$ cat config.mk
export PLATFORM = sky130hd
export DESIGN_NAME = reg_wakeup_sb
export DESIGN_NICKNAME = d
export VERILOG_FILES = /design/src/rtl/reg_wakeup_sb.sv
export SDC_FILE = /design/constraint.sdc
export NUM_CORES = 1
export LEC_CHECK = 0
export ABC_AREA = 1
export BUFFER_PORTS_ARGS = -buffer_cell sky130_fd_sc_hd__buf_2
export CAP_MARGIN = 10
export CORE_ASPECT_RATIO = 1.1
export CORE_MARGIN = 10
export CORE_UTILIZATION = 59
export DETAILED_ROUTE_END_ITERATION = 8
export HOLD_SLACK_MARGIN = 0.05
export PLACE_DENSITY_LB_ADDON = 0.2
export SLEW_MARGIN = 40
export SYNTH_ARGS = -nofsm -noshare
export SYNTH_HDL_FRONTEND = slang
export SYNTH_SLANG_ARGS = --single-unit
$ cat constraint.sdc
create_clock -name clk -period 2.1 [get_ports clk]
set_clock_uncertainty 0.1 [all_clocks]
set_input_delay 0.42 -clock clk [delete_from_list [all_inputs] [get_ports clk]]
set_output_delay 0.42 -clock clk [all_outputs]
set_load 0.03 [all_outputs]
$ cat src/rtl/reg_wakeup_sb.sv
module reg_wakeup_sb #(
  parameter int NUM_PREGS = 32,
  parameter int TAG_W     = 6,
  parameter int WIN       = 4,
  parameter int SEQ_W     = 8
) (
  input  logic                 clk,
  input  logic                 rst_n,
  input  logic                 ins_valid,
  input  logic [$clog2(WIN)-1:0] ins_slot,
  input  logic [SEQ_W-1:0]     ins_seq,
  input  logic [TAG_W-1:0]     ins_src_a,
  input  logic [TAG_W-1:0]     ins_src_b,
  input  logic [TAG_W-1:0]     ins_dst,
  input  logic                 done_valid,
  input  logic [TAG_W-1:0]     done_tag,
  input  logic                 flush_valid,
  input  logic [SEQ_W-1:0]     flush_seq,
  output logic [WIN-1:0]       slot_valid,
  output logic [WIN-1:0]       issue_ready,
  output logic [NUM_PREGS-1:0] reg_ready
);
  localparam int SLOT_W = $clog2(WIN);
  localparam int IDX_W  = $clog2(NUM_PREGS);
  localparam logic [TAG_W:0] NPR = NUM_PREGS[TAG_W:0];

  logic [NUM_PREGS-1:0] sb;
  logic [SEQ_W-1:0]     seq_q [WIN];
  logic [TAG_W-1:0]     ta_q  [WIN];
  logic [TAG_W-1:0]     tb_q  [WIN];
  logic [WIN-1:0]       vld_q, ra_q, rb_q;

  logic done_trk, dst_trk;
  assign done_trk = done_valid && ({1'b0, done_tag} < NPR);
  assign dst_trk  = ins_valid && ({1'b0, ins_dst} < NPR);

  function automatic logic src_ok(input logic [TAG_W-1:0] t);
    if ({1'b0, t} >= NPR) return 1'b1;
    return sb[t[IDX_W-1:0]] || (done_trk && done_tag == t);
  endfunction

  logic src_a_ok, src_b_ok;
  assign src_a_ok = src_ok(ins_src_a);
  assign src_b_ok = src_ok(ins_src_b);

  always_ff @(posedge clk) begin
    if (!rst_n) sb <= '0;
    else begin
      if (done_trk) sb[done_tag[IDX_W-1:0]] <= 1'b1;
      if (dst_trk)  sb[ins_dst[IDX_W-1:0]]  <= 1'b0;
    end
  end

  for (genvar i = 0; i < WIN; i++) begin : g_slot
    logic put;
    assign put = ins_valid && (ins_slot == SLOT_W'(i));
    always_ff @(posedge clk) begin
      if (!rst_n) begin
        vld_q[i] <= 1'b0;
        ra_q[i]  <= 1'b0;
        rb_q[i]  <= 1'b0;
        seq_q[i] <= '0;
        ta_q[i]  <= '0;
        tb_q[i]  <= '0;
      end else if (put) begin
        vld_q[i] <= 1'b1;
        seq_q[i] <= ins_seq;
        ta_q[i]  <= ins_src_a;
        tb_q[i]  <= ins_src_b;
        ra_q[i]  <= src_a_ok;
        rb_q[i]  <= src_b_ok;
      end else begin
        if (flush_valid && seq_q[i] > flush_seq) vld_q[i] <= 1'b0;
        if (done_trk && ta_q[i] == done_tag) ra_q[i] <= 1'b1;
        if (done_trk && tb_q[i] == done_tag) rb_q[i] <= 1'b1;
      end
    end

    // ready stays set while the slot is left untouched
    a_r8_ready_sticky: assert property (@(posedge clk) disable iff (!rst_n)
      (issue_ready[i] && !put && !flush_valid) |=> issue_ready[i]);
  end

  assign slot_valid  = vld_q;
  assign issue_ready = vld_q & ra_q & rb_q;
  assign reg_ready   = sb;

  a_r2_ins_clears: assert property (@(posedge clk) disable iff (!rst_n)
    dst_trk |=> !reg_ready[$past(ins_dst[IDX_W-1:0])]);

  a_r3_done_sets: assert property (@(posedge clk) disable iff (!rst_n)
    (done_trk && !(ins_valid && ins_dst == done_tag))
      |=> reg_ready[$past(done_tag[IDX_W-1:0])]);

  a_r4_untracked_quiet: assert property (@(posedge clk) disable iff (!rst_n)
    (!done_trk && !dst_trk) |=> $stable(reg_ready));

  a_r7_flush_no_growth: assert property (@(posedge clk) disable iff (!rst_n)
    (flush_valid && !ins_valid)
      |=> ($countones(slot_valid) <= $past($countones(slot_valid))));
endmodule

==> flow_metrics.env, run 1 <==
export IMPL_cp_max_fo=3
export IMPL_clkSlewWorstSetupHoldPaths_ns=0.06
export IMPL_die_h_um=134
export IMPL_drt_iter0_drc=744
export IMPL_grt_antenna_before_repair=0
export IMPL_synth_area_per_cell_um2=8.24
export IMPL_critical_path_class="reg -> out"
export IMPL_p_seq_frac=0.418
export IMPL_hp_class="in -> reg"
export IMPL_r2r_slack_ns=0.40
export IMPL_diodes=0
export IMPL_yosys_register_bits=124
export IMPL_worst_path_max_delay_cell="dfxtp_1"
export IMPL_clockBufferDepth=2
export IMPL_path_cells="and3_1 > buf_2"
export IMPL_cap_violations=0
export IMPL_drt_drc_violations_left=0
export IMPL_portBuffers=86
export IMPL_synth_seq_area_share=0.472
export IMPL_switching_share=0.254
export IMPL_layout_common_cells="156 x nor2_1, 133 x nand2_1, 94 x inv_1"
export IMPL_peakVddDrop_mv=0.461
export IMPL_maxSlewHeadroom=0.655
export IMPL_powerDensity_nw_per_um2=820
export IMPL_max_stage_delay_ns=0.43
export IMPL_ys_warn_count=0
export IMPL_wire_per_inst_um=19.0
export IMPL_clkPwrFrac=0.459
export IMPL_crit_path_end="issue_ready[0]"
export IMPL_area_delta_synth_final_pct=17.5
export IMPL_p_total_uw=6700
export IMPL_initial_core_util=0.606
export IMPL_dp_slack_ns=0.142
export IMPL_postCtsSetupBuffers=0
export IMPL_power_switching_uw=1710
export IMPL_drtPass1Iterations=7
export IMPL_dieArea_um2=16500
export IMPL_nNetsFinal=1021
export IMPL_finalWorstSetupSlack_ns=0.283
export IMPL_hold_ws_ns=0.268
export IMPL_cts_tree="yes"
export IMPL_postSynthCellCount=844
export IMPL_cts_resized=0
export IMPL_post_route_period_util=0.865
export IMPL_gp_congestion=0.925
export IMPL_core_area_um2=11500
export IMPL_gr_usage_all_layers=0.255
export IMPL_crit_start="slot_valid[0]$_SDFFE_PN0P_"
export IMPL_reg2regPathDepth=8
export IMPL_cts_root_buffer="clkbuf_16"
export IMPL_drive_gt1_frac=0.178
export IMPL_layout_commonest_cell="nor2_1"
export IMPL_reg2reg_from="seq_q[2][7]$_SDFFCE_PN0P_"
export IMPL_synth_nets=923
export IMPL_r2r_end="slot_valid[2]$_SDFFE_PN0P_"
export IMPL_outcome="finished, final reports clean"
export IMPL_vias_per_cell=5.83
export IMPL_critPathLaunchType="register"
export IMPL_clkLatencyLatePin_ns=0.41
export IMPL_syn_area_um2=6960
export IMPL_combinationalPowerShare=0.123
export IMPL_final_util=0.711
export IMPL_clock_sinks=124
export IMPL_grt_pass1_wl_mm=32.7
export IMPL_grt_max_degree=21
export IMPL_num_rows=41
export IMPL_fin_tns_setup_ns=0
export IMPL_hold_violations=0
export IMPL_h_tree_depth=4
export IMPL_ys_types=38
export IMPL_dr_total_vias=6446
export IMPL_final_setup_viol_count=0
export IMPL_num_io_pins=87
export IMPL_postRouteAntennaNets=0
export IMPL_worst_pin_slew_ns=0.516
export IMPL_routed_wl_mm=21.0
export IMPL_worstPathArrival_ns=1.30
export IMPL_cp_end_kind="output pin"
export IMPL_ctsHoldBuffers=0
export IMPL_worstPathRequired_ns=1.58
export IMPL_grt_overflow_total=0
export IMPL_p_leak_uw=0.00375
export IMPL_die_width_um=124
export IMPL_slew_viol_final=0
export IMPL_cts_buffers=17
export IMPL_internal_power_uw=5000
export IMPL_period_minus_slack_ns=1.82
export IMPL_fmax_mhz=550
export IMPL_rsz0062_at_grt="no"
export IMPL_dp_hpwl_mm=15.1
export IMPL_grt_pass1_vias=6439
==> cell type report <==
| type | instances | area, µm² |
|---|---|---|
| clock buffer | 17 | 425 |
| clock inverter | 15 | 199 |
| fill | 899 | 3320 |
| inverter | 105 | 409 |
| multi-input combinational | 580 | 2990 |
| sequential | 124 | 3280 |
| tap | 150 | 188 |
| timing repair buffer | 114 | 678 |
==> state kept, by name (all words and copies together), names as in the netlist <==
signal / count
slot_valid: 4
seq_q: 32
tb_q: 24
ra_q: 4
reg_ready: 32
rb_q: 4
ta_q: 24
==> worst min-delay path by stage <==
stage,from,endpoint,slack [ns],depth (start not counted)
floorplan,rb_q[2]$_SDFFE_PN0P_,rb_q[2]$_SDFFE_PN0P_,0.43,4
global placement,reg_ready[6]$_SDFF_PN0_,reg_ready[6]$_SDFF_PN0_,0.38,2
detailed placement,slot_valid[1]$_SDFFE_PN0P_,slot_valid[1]$_SDFFE_PN0P_,0.38,2
CTS,ins_seq[3],seq_q[0][3]$_SDFFCE_PN0P_,0.26,3
global route,ins_seq[3],seq_q[2][3]$_SDFFCE_PN0P_,0.28,3
finish,ins_seq[3],seq_q[0][3]$_SDFFCE_PN0P_,0.27,3
==> metal layers <==
| metal | global-route usage | wire [µm] | part of all wire |
|---|---|---|---|
| met1 | 0.294 | 7800 | 0.37 |
| met2 | 0.445 | 10600 | 0.51 |
| met3 | 0.0554 | 1840 | 0.088 |
| met4 | 0.100 | 716 | 0.034 |
| met5 | 0 | 0 | 0 |
==> worst max-delay path, delay by kind of cell, from the launching register on <==
family,cells,cell delay [ns]
flops,1,0.43
buf+inv,1,0.22
simple gates,1,0.24
==> synth_stat cells <==
| cell | count | area [µm²] |
|---|---|---|
| nor2_1 | 156 | 586 |
| nand2_1 | 133 | 499 |
| inv_1 | 94 | 353 |
| edfxtp_1 | 80 | 2400 |
| nand3_1 | 76 | 380 |
| a21oi_1 | 47 | 235 |
| o21ai_0 | 45 | 225 |
| dfxtp_1 | 44 | 881 |
| ha_1 | 32 | 400 |
| nor3_1 | 22 | 110 |
| buf_6 | 13 | 146 |
| o22ai_1 | 10 | 62.6 |
| xor2_1 | 10 | 87.6 |
| buf_2 | 8 | 40.0 |
| xnor2_1 | 8 | 70.1 |
| clkbuf_1 | 7 | 26.3 |
| inv_2 | 7 | 26.3 |
| buf_4 | 6 | 45.0 |
| a211oi_1 | 5 | 37.5 |
| nand4_1 | 5 | 31.3 |
| nor3_2 | 5 | 50.1 |
| o211ai_1 | 5 | 37.5 |
| a221oi_1 | 4 | 35.0 |
| and3_1 | 3 | 18.8 |
| inv_4 | 2 | 12.5 |
| inv_6 | 2 | 17.5 |
| nand3_2 | 2 | 20.0 |
| nor3_4 | 2 | 32.5 |
| o21ai_1 | 2 | 10.0 |
| a211oi_2 | 1 | 12.5 |
| buf_8 | 1 | 15.0 |
| nand2_2 | 1 | 6.26 |
| nor2_2 | 1 | 6.26 |
| nor3b_1 | 1 | 7.51 |
| nor4_1 | 1 | 6.26 |
| o21bai_1 | 1 | 7.51 |
| o221a_2 | 1 | 11.3 |
| or2_2 | 1 | 6.26 |
==> power groups by stage <==
stage,clock [µW],combinational [µW],sequential [µW]
2_1_floorplan,0,538,2840
3_3_place_gp,0,770,2840
3_5_place_dp,0,800,2850
4_1_cts,3080,813,2800
5_1_grt,3210,911,2810
6_report,3080,827,2800
==> cell families after synthesis <==
family / after synthesis / share of synthesized area
simple gates: 409 / 0.253
flops: 124 / 0.472
compound gates: 121 / 0.0969
buf+inv: 140 / 0.0980
xor+xnor: 18 / 0.0227
fa+ha+maj: 32 / 0.0575
==> per-stage QoR <==
step	cells	instance area [µm²]
floorplan	844	6960
finish	1105	8180
global placement	1073	7550
CTS	1105	8180
detailed placement	1073	7550
global route	1105	8180
No activity file was read; power rests on OpenSTA's default activity.
==> run 2: changes to the inputs <==
Settings changed: CORE_UTILIZATION 59 to 60, CTS_CLUSTER_DIAMETER set to 60, SETUP_SLACK_MARGIN set to 0.4.
Clock period 2.1 ns to 2.33 ns, I/O delays scaled along.
==> run 2 against run 1 <==
Final cell count decreased by 1.2%. Core utilization decreased by 0.91 points. Sequential share of layout area increased by 0.89 points. Count of clock-buffer cells in the layout increased by 3. Flip-flop and latch count unchanged. Critical path type unchanged.
==> flow_metrics.env, run 2 (synthesized netlist as in run 1, its figures left out) <==
export IMPL_worst_pin_slew_ns=0.822
export IMPL_clkSlewWorstSetupHoldPaths_ns=0.06
export IMPL_p_leak_uw=0.00365
export IMPL_powerDensity_nw_per_um2=735
export IMPL_vias_per_cell=5.92
export IMPL_num_io_pins=87
export IMPL_die_h_um=133
export IMPL_layout_common_cells="156 x nor2_1, 133 x nand2_1, 94 x inv_1"
export IMPL_final_setup_viol_count=0
export IMPL_hp_class="in -> reg"
export IMPL_drive_gt1_frac=0.165
export IMPL_dr_total_vias=6470
export IMPL_max_stage_delay_ns=0.38
export IMPL_worst_path_max_delay_cell="dfxtp_1"
export IMPL_reg2regPathDepth=8
export IMPL_cts_resized=0
export IMPL_ctsHoldBuffers=0
export IMPL_cts_buffers=17
export IMPL_min_to="slot_valid[0]$_SDFFE_PN0P_"
export IMPL_worstPathRequired_ns=1.76
export IMPL_grt_pass1_vias=6774
export IMPL_slew_viol_final=0
export IMPL_fin_area_um2=8000
export IMPL_wire_per_inst_um=19.0
export IMPL_die_width_um=123
export IMPL_num_rows=41
export IMPL_clkLatencyLatePin_ns=0.41
export IMPL_portBuffers=86
export IMPL_r2r_slack_ns=0.61
export IMPL_h_tree_depth=4
export IMPL_dieArea_um2=16300
export IMPL_outcome="finished, final reports clean"
export IMPL_clock_sinks=124
export IMPL_min_delay_start="flush_valid"
export IMPL_critPathLaunchType="register"
export IMPL_worstPathArrival_ns=1.23
export IMPL_path_cells="nand2_1 > nor2_1 > buf_2"
export IMPL_dpl_cell_area_um2=7420
export IMPL_postCtsSetupBuffers=0
export IMPL_grt_max_degree=34
export IMPL_grt_antenna_before_repair=0
export IMPL_grt_overflow_total=0
export IMPL_drt_drc_violations_left=0
export IMPL_dp_hpwl_mm=15.0
export IMPL_n_fill_cell=948
export IMPL_routed_wl_mm=20.7
export IMPL_fmax_mhz=556
export IMPL_hold_ws_ns=0.302
export IMPL_peakVddDrop_mv=0.431
export IMPL_diodes=0
export IMPL_cp_max_fo=3
export IMPL_r2r_end="slot_valid[2]$_SDFFE_PN0P_"
export IMPL_core_area_um2=11400
export IMPL_layout_commonest_cell="nor2_1"
export IMPL_reg2reg_from="seq_q[2][3]$_SDFFCE_PN0P_"
export IMPL_final_util=0.702
export IMPL_grt_pass1_wl_mm=32.9
export IMPL_hold_depth=4
export IMPL_area_delta_synth_final_pct=15.0
export IMPL_drtPass1Iterations=6
export IMPL_gr_usage_all_layers=0.257
export IMPL_nNetsFinal=1008
export IMPL_hold_violations=0
export IMPL_post_route_period_util=0.773
export IMPL_initial_core_util=0.611
export IMPL_cap_violations=0
export IMPL_critical_path_class="reg -> out"
export IMPL_period_minus_slack_ns=1.80
export IMPL_cts_tree="yes"
export IMPL_postRouteAntennaNets=0
export IMPL_cts_root_buffer="clkbuf_16"
export IMPL_fin_tns_setup_ns=0
export IMPL_drt_iter0_drc=691
export IMPL_clockBufferDepth=2
export IMPL_rsz0062_at_grt="no"
export IMPL_cp_end_kind="output pin"
export IMPL_maxSlewHeadroom=0.448
export IMPL_gp_congestion=0.945
## run 2: cell count changes in the layout (fill, tap and decap cells not counted), sizes merged
cell,change
buf,-13
clkbuf,+3
clkinv,-2
bufinv,-1
clkinvlp,-1
inv,+1
## run 2: how the worst max path moves through the flow
stage                                    start                          to  slack (ns)  cells past startpoint
floorplan                          ins_slot[1]   seq_q[2][0]$_SDFFCE_PN0P_        0.48                      4
global placement                   ins_slot[0]    tb_q[1][4]$_SDFFCE_PN0P_        0.30                      6
detailed placement                 ins_slot[1]    tb_q[2][4]$_SDFFCE_PN0P_        0.28                      6
CTS                 slot_valid[1]$_SDFFE_PN0P_              issue_ready[1]        0.52                      2
global route         seq_q[2][3]$_SDFFCE_PN0P_  slot_valid[2]$_SDFFE_PN0P_        0.48                      8
finish              slot_valid[3]$_SDFFE_PN0P_              issue_ready[3]        0.53                      3
## run 2: layer usage
metal / GRT usage / wire length (µm) / vias up
met2: 0.443 / 10700 / 402
met5: 0 / 0 / -
met1: 0.279 / 7330 / 2996
li1: - / - / 2983
met4: 0.151 / 901 / 0
met3: 0.0574 / 1840 / 89
## run 2: per-stage QoR
stage | std cells | total power (µW) | setup slack, ns
final | 1092 | 5880 | 0.530
after global routing | 1092 | 6080 | 0.483
after CTS | 1092 | 5870 | 0.523
after detailed placement | 1060 | 3270 | 0.276
after global placement | 1060 | 3240 | 0.301
after floorplan | 844 | 3050 | 0.481
## run 2: critical path: cells and delay by family (launching register included)
family	cells	cell delay (ns)
buffers and inverters	1	0.23
DFF	1	0.38
and+or+nand+nor	2	0.21
## run 2: power by group
group          switching (µW)  total (µW)  leakage, µW  internal [µW]
Sequential               58.6        2520      0.00114           2470
Clock                     956        2630     0.000280           1670
Combinational             490         724      0.00223            234
## run 2: cell type report
class	count	area, µm²	share of cell area
sequential	124	3280	0.410
clock buffer	20	437	0.0546
inverter	105	409	0.0511
timing repair buffer	101	543	0.0679
tap	150	188	0.0235
multi-input combinational	580	2990	0.374
clock inverter	12	146	0.0183
==> run 3: changes to the inputs <==
Settings changed: CORE_UTILIZATION 60 to 53.
Clock period 2.33 ns to 1.52 ns, I/O delays scaled along.
==> run 3 against run 2 <==
The run now ends with negative setup slack left. Global-route usage is 1.5 points lower. Register-to-register slack lost 0.66 ns. Final cell count grew 7.4%. Non-clock buffer count up 73. Total power increased by 54%. Via count grew 5.2%. Core utilization is 7.1 points higher. Worst setup slack got worse by 0.58 ns. Largest cell class is now multi-input gates. Highest routed layer unchanged.
==> flow_metrics.env, run 3 (synthesized netlist as in run 1, its figures left out) <==
export IMPL_p_seq_frac=0.426
export IMPL_clkPwrFrac=0.396
export IMPL_dpl_cell_area_um2=8190
export IMPL_dp_hpwl_mm=15.4
export IMPL_powerDensity_nw_per_um2=920
export IMPL_drtPass1Iterations=6
export IMPL_diodes=0
export IMPL_cts_tree="yes"
export IMPL_grt_overflow_total=0
export IMPL_outcome="complete, but fails checks"
export IMPL_fin_tns_setup_ns=-0.129
export IMPL_period_minus_slack_ns=1.57
export IMPL_layout_common_cells="139 x nor2_1, 112 x nand2_1, 80 x edfxtp_1"
export IMPL_final_setup_viol_count=4
export IMPL_h_tree_depth=4
export IMPL_wire_per_inst_um=20.0
export IMPL_combinationalPowerShare=0.177
export IMPL_drt_iter0_drc=603
export IMPL_num_io_pins=87
export IMPL_layout_commonest_cell="nor2_1"
export IMPL_dr_total_vias=6804
export IMPL_cp_max_fo=2
export IMPL_clkSlewWorstSetupHoldPaths_ns=0.05
export IMPL_grt_pass1_wl_mm=34.1
export IMPL_grt_pass1_vias=6582
export IMPL_dieArea_um2=18100
export IMPL_critPathLaunchType="register"
export IMPL_fin_area_um2=9860
export IMPL_post_route_period_util=1.03
export IMPL_maxSlewHeadroom=0.680
export IMPL_gr_usage_all_layers=0.242
export IMPL_cts_root_buffer="clkbuf_16"
export IMPL_grt_max_degree=35
export IMPL_cp_end_kind="register"
export IMPL_violations="negative setup slack"
export IMPL_cts_buffers=17
export IMPL_peakVddDrop_mv=0.584
export IMPL_die_h_um=140
export IMPL_fmax_mhz=636
export IMPL_switching_share=0.271
export IMPL_area_delta_synth_final_pct=41.8
export IMPL_clockBufferDepth=2
export IMPL_initial_core_util=0.546
export IMPL_num_rows=43
export IMPL_slew_viol_final=0
export IMPL_postRouteAntennaNets=0
export IMPL_finalWorstSetupSlack_ns=-0.0519
export IMPL_gp_congestion=0.931
export IMPL_nNetsFinal=1082
export IMPL_portBuffers=86
export IMPL_drt_drc_violations_left=0
export IMPL_cap_violations=0
export IMPL_internal_power_uw=6610
export IMPL_clkLatencyLatePin_ns=0.42
export IMPL_clock_sinks=124
export IMPL_routed_wl_mm=23.5
export IMPL_hold_violations=0
export IMPL_worst_pin_slew_ns=0.480
export IMPL_rsz0062_at_grt="yes"
export IMPL_die_width_um=129
export IMPL_core_area_um2=12800
export IMPL_drive_gt1_frac=0.406
export IMPL_grt_antenna_before_repair=0
export IMPL_hp_class="in -> reg"
export IMPL_worstPathRequired_ns=1.73
export IMPL_critical_path_class="reg -> reg"
export IMPL_vias_per_cell=5.80
export IMPL_worstPathArrival_ns=1.78
export IMPL_p_leak_uw=0.00425
export IMPL_ctsHoldBuffers=0
export IMPL_power_switching_uw=2460
run 3: changes by cell type in the layout (fill, tap and decap cells not counted), sizes merged:
cell      previous run  this run
nand2              134       135
inv                106       104
clkinv               5         9
buf                101       171
clkinvlp             3         2
clkbuf              20        24
bufinv               3         1
run 3: power groups by stage:
stage          combinational (µW)  clock (µW)  sequential (µW)
6_report                     1610        3600             3870
5_1_grt                      1720        3760             3880
4_1_cts                      1390        3610             3870
3_5_place_dp                 1270           0             3930
3_3_place_gp                 1240           0             3920
2_1_floorplan                 832           0             3930
run 3: metrics by stage:
stage	hold WS [ns]	instances	power (µW)	utilization	setup slack, ns
floorplan	0.395	844	4760	-	0.159
global placement	0.369	1122	5170	0.642	-0.150
detailed placement	0.374	1122	5200	0.642	-0.172
CTS	0.119	1161	8870	0.731	-0.000988
global route	0.147	1173	9360	0.774	-0.101
finish	0.134	1173	9080	0.774	-0.0519
run 3: path summary, 6_finish.rpt:
check / from / end / slack (ns) / cells after the start
max: seq_q[3][2]$_SDFFCE_PN0P_ / slot_valid[3]$_SDFFE_PN0P_ / -0.05 / 8
min: flush_valid / slot_valid[0]$_SDFFE_PN0P_ / 0.13 / 4
max reg2reg: seq_q[3][2]$_SDFFCE_PN0P_ / slot_valid[3]$_SDFFE_PN0P_ / -0.05 / 8
min reg2reg: slot_valid[3]$_SDFFE_PN0P_ / slot_valid[3]$_SDFFE_PN0P_ / 0.40 / 2
run 3: metal layers:
metal  vias up  GRT usage  wire length, µm
li1       3141          -                -
met1      3195      0.273             8550
met2       388      0.417            12100
met3        80     0.0619             1990
met4         0      0.107              810
met5         -          0                0
run 3: repair_timing:
action,in CTS,in global routing
gates resized for setup,197,116
cloned,1,2
setup buffers,6,10
setup endpoints to repair,109,206
pin swaps,39,56
run 3: critical path, cell delays in order, from the launching register on:
cell and delay, ns:
edfxtp_1 0.37, ha_1 0.33, nand2_4 0.07, o21ai_2 0.14, a21oi_1 0.08, o21ai_1 0.15
nand2_1 0.10, nand3_1 0.08, nand2_1 0.05
run 3: final cells by class:
cell class / count / area (µm²)
Clock buffer: 21 / 440
Clock inverter: 11 / 77.6
Fill cell: 851 / 2890
Inverter: 105 / 439
Multi-Input combinational cell: 581 / 3770
Sequential cell: 124 / 3360
Tap cell: 157 / 196
Timing Repair Buffer: 174 / 1580
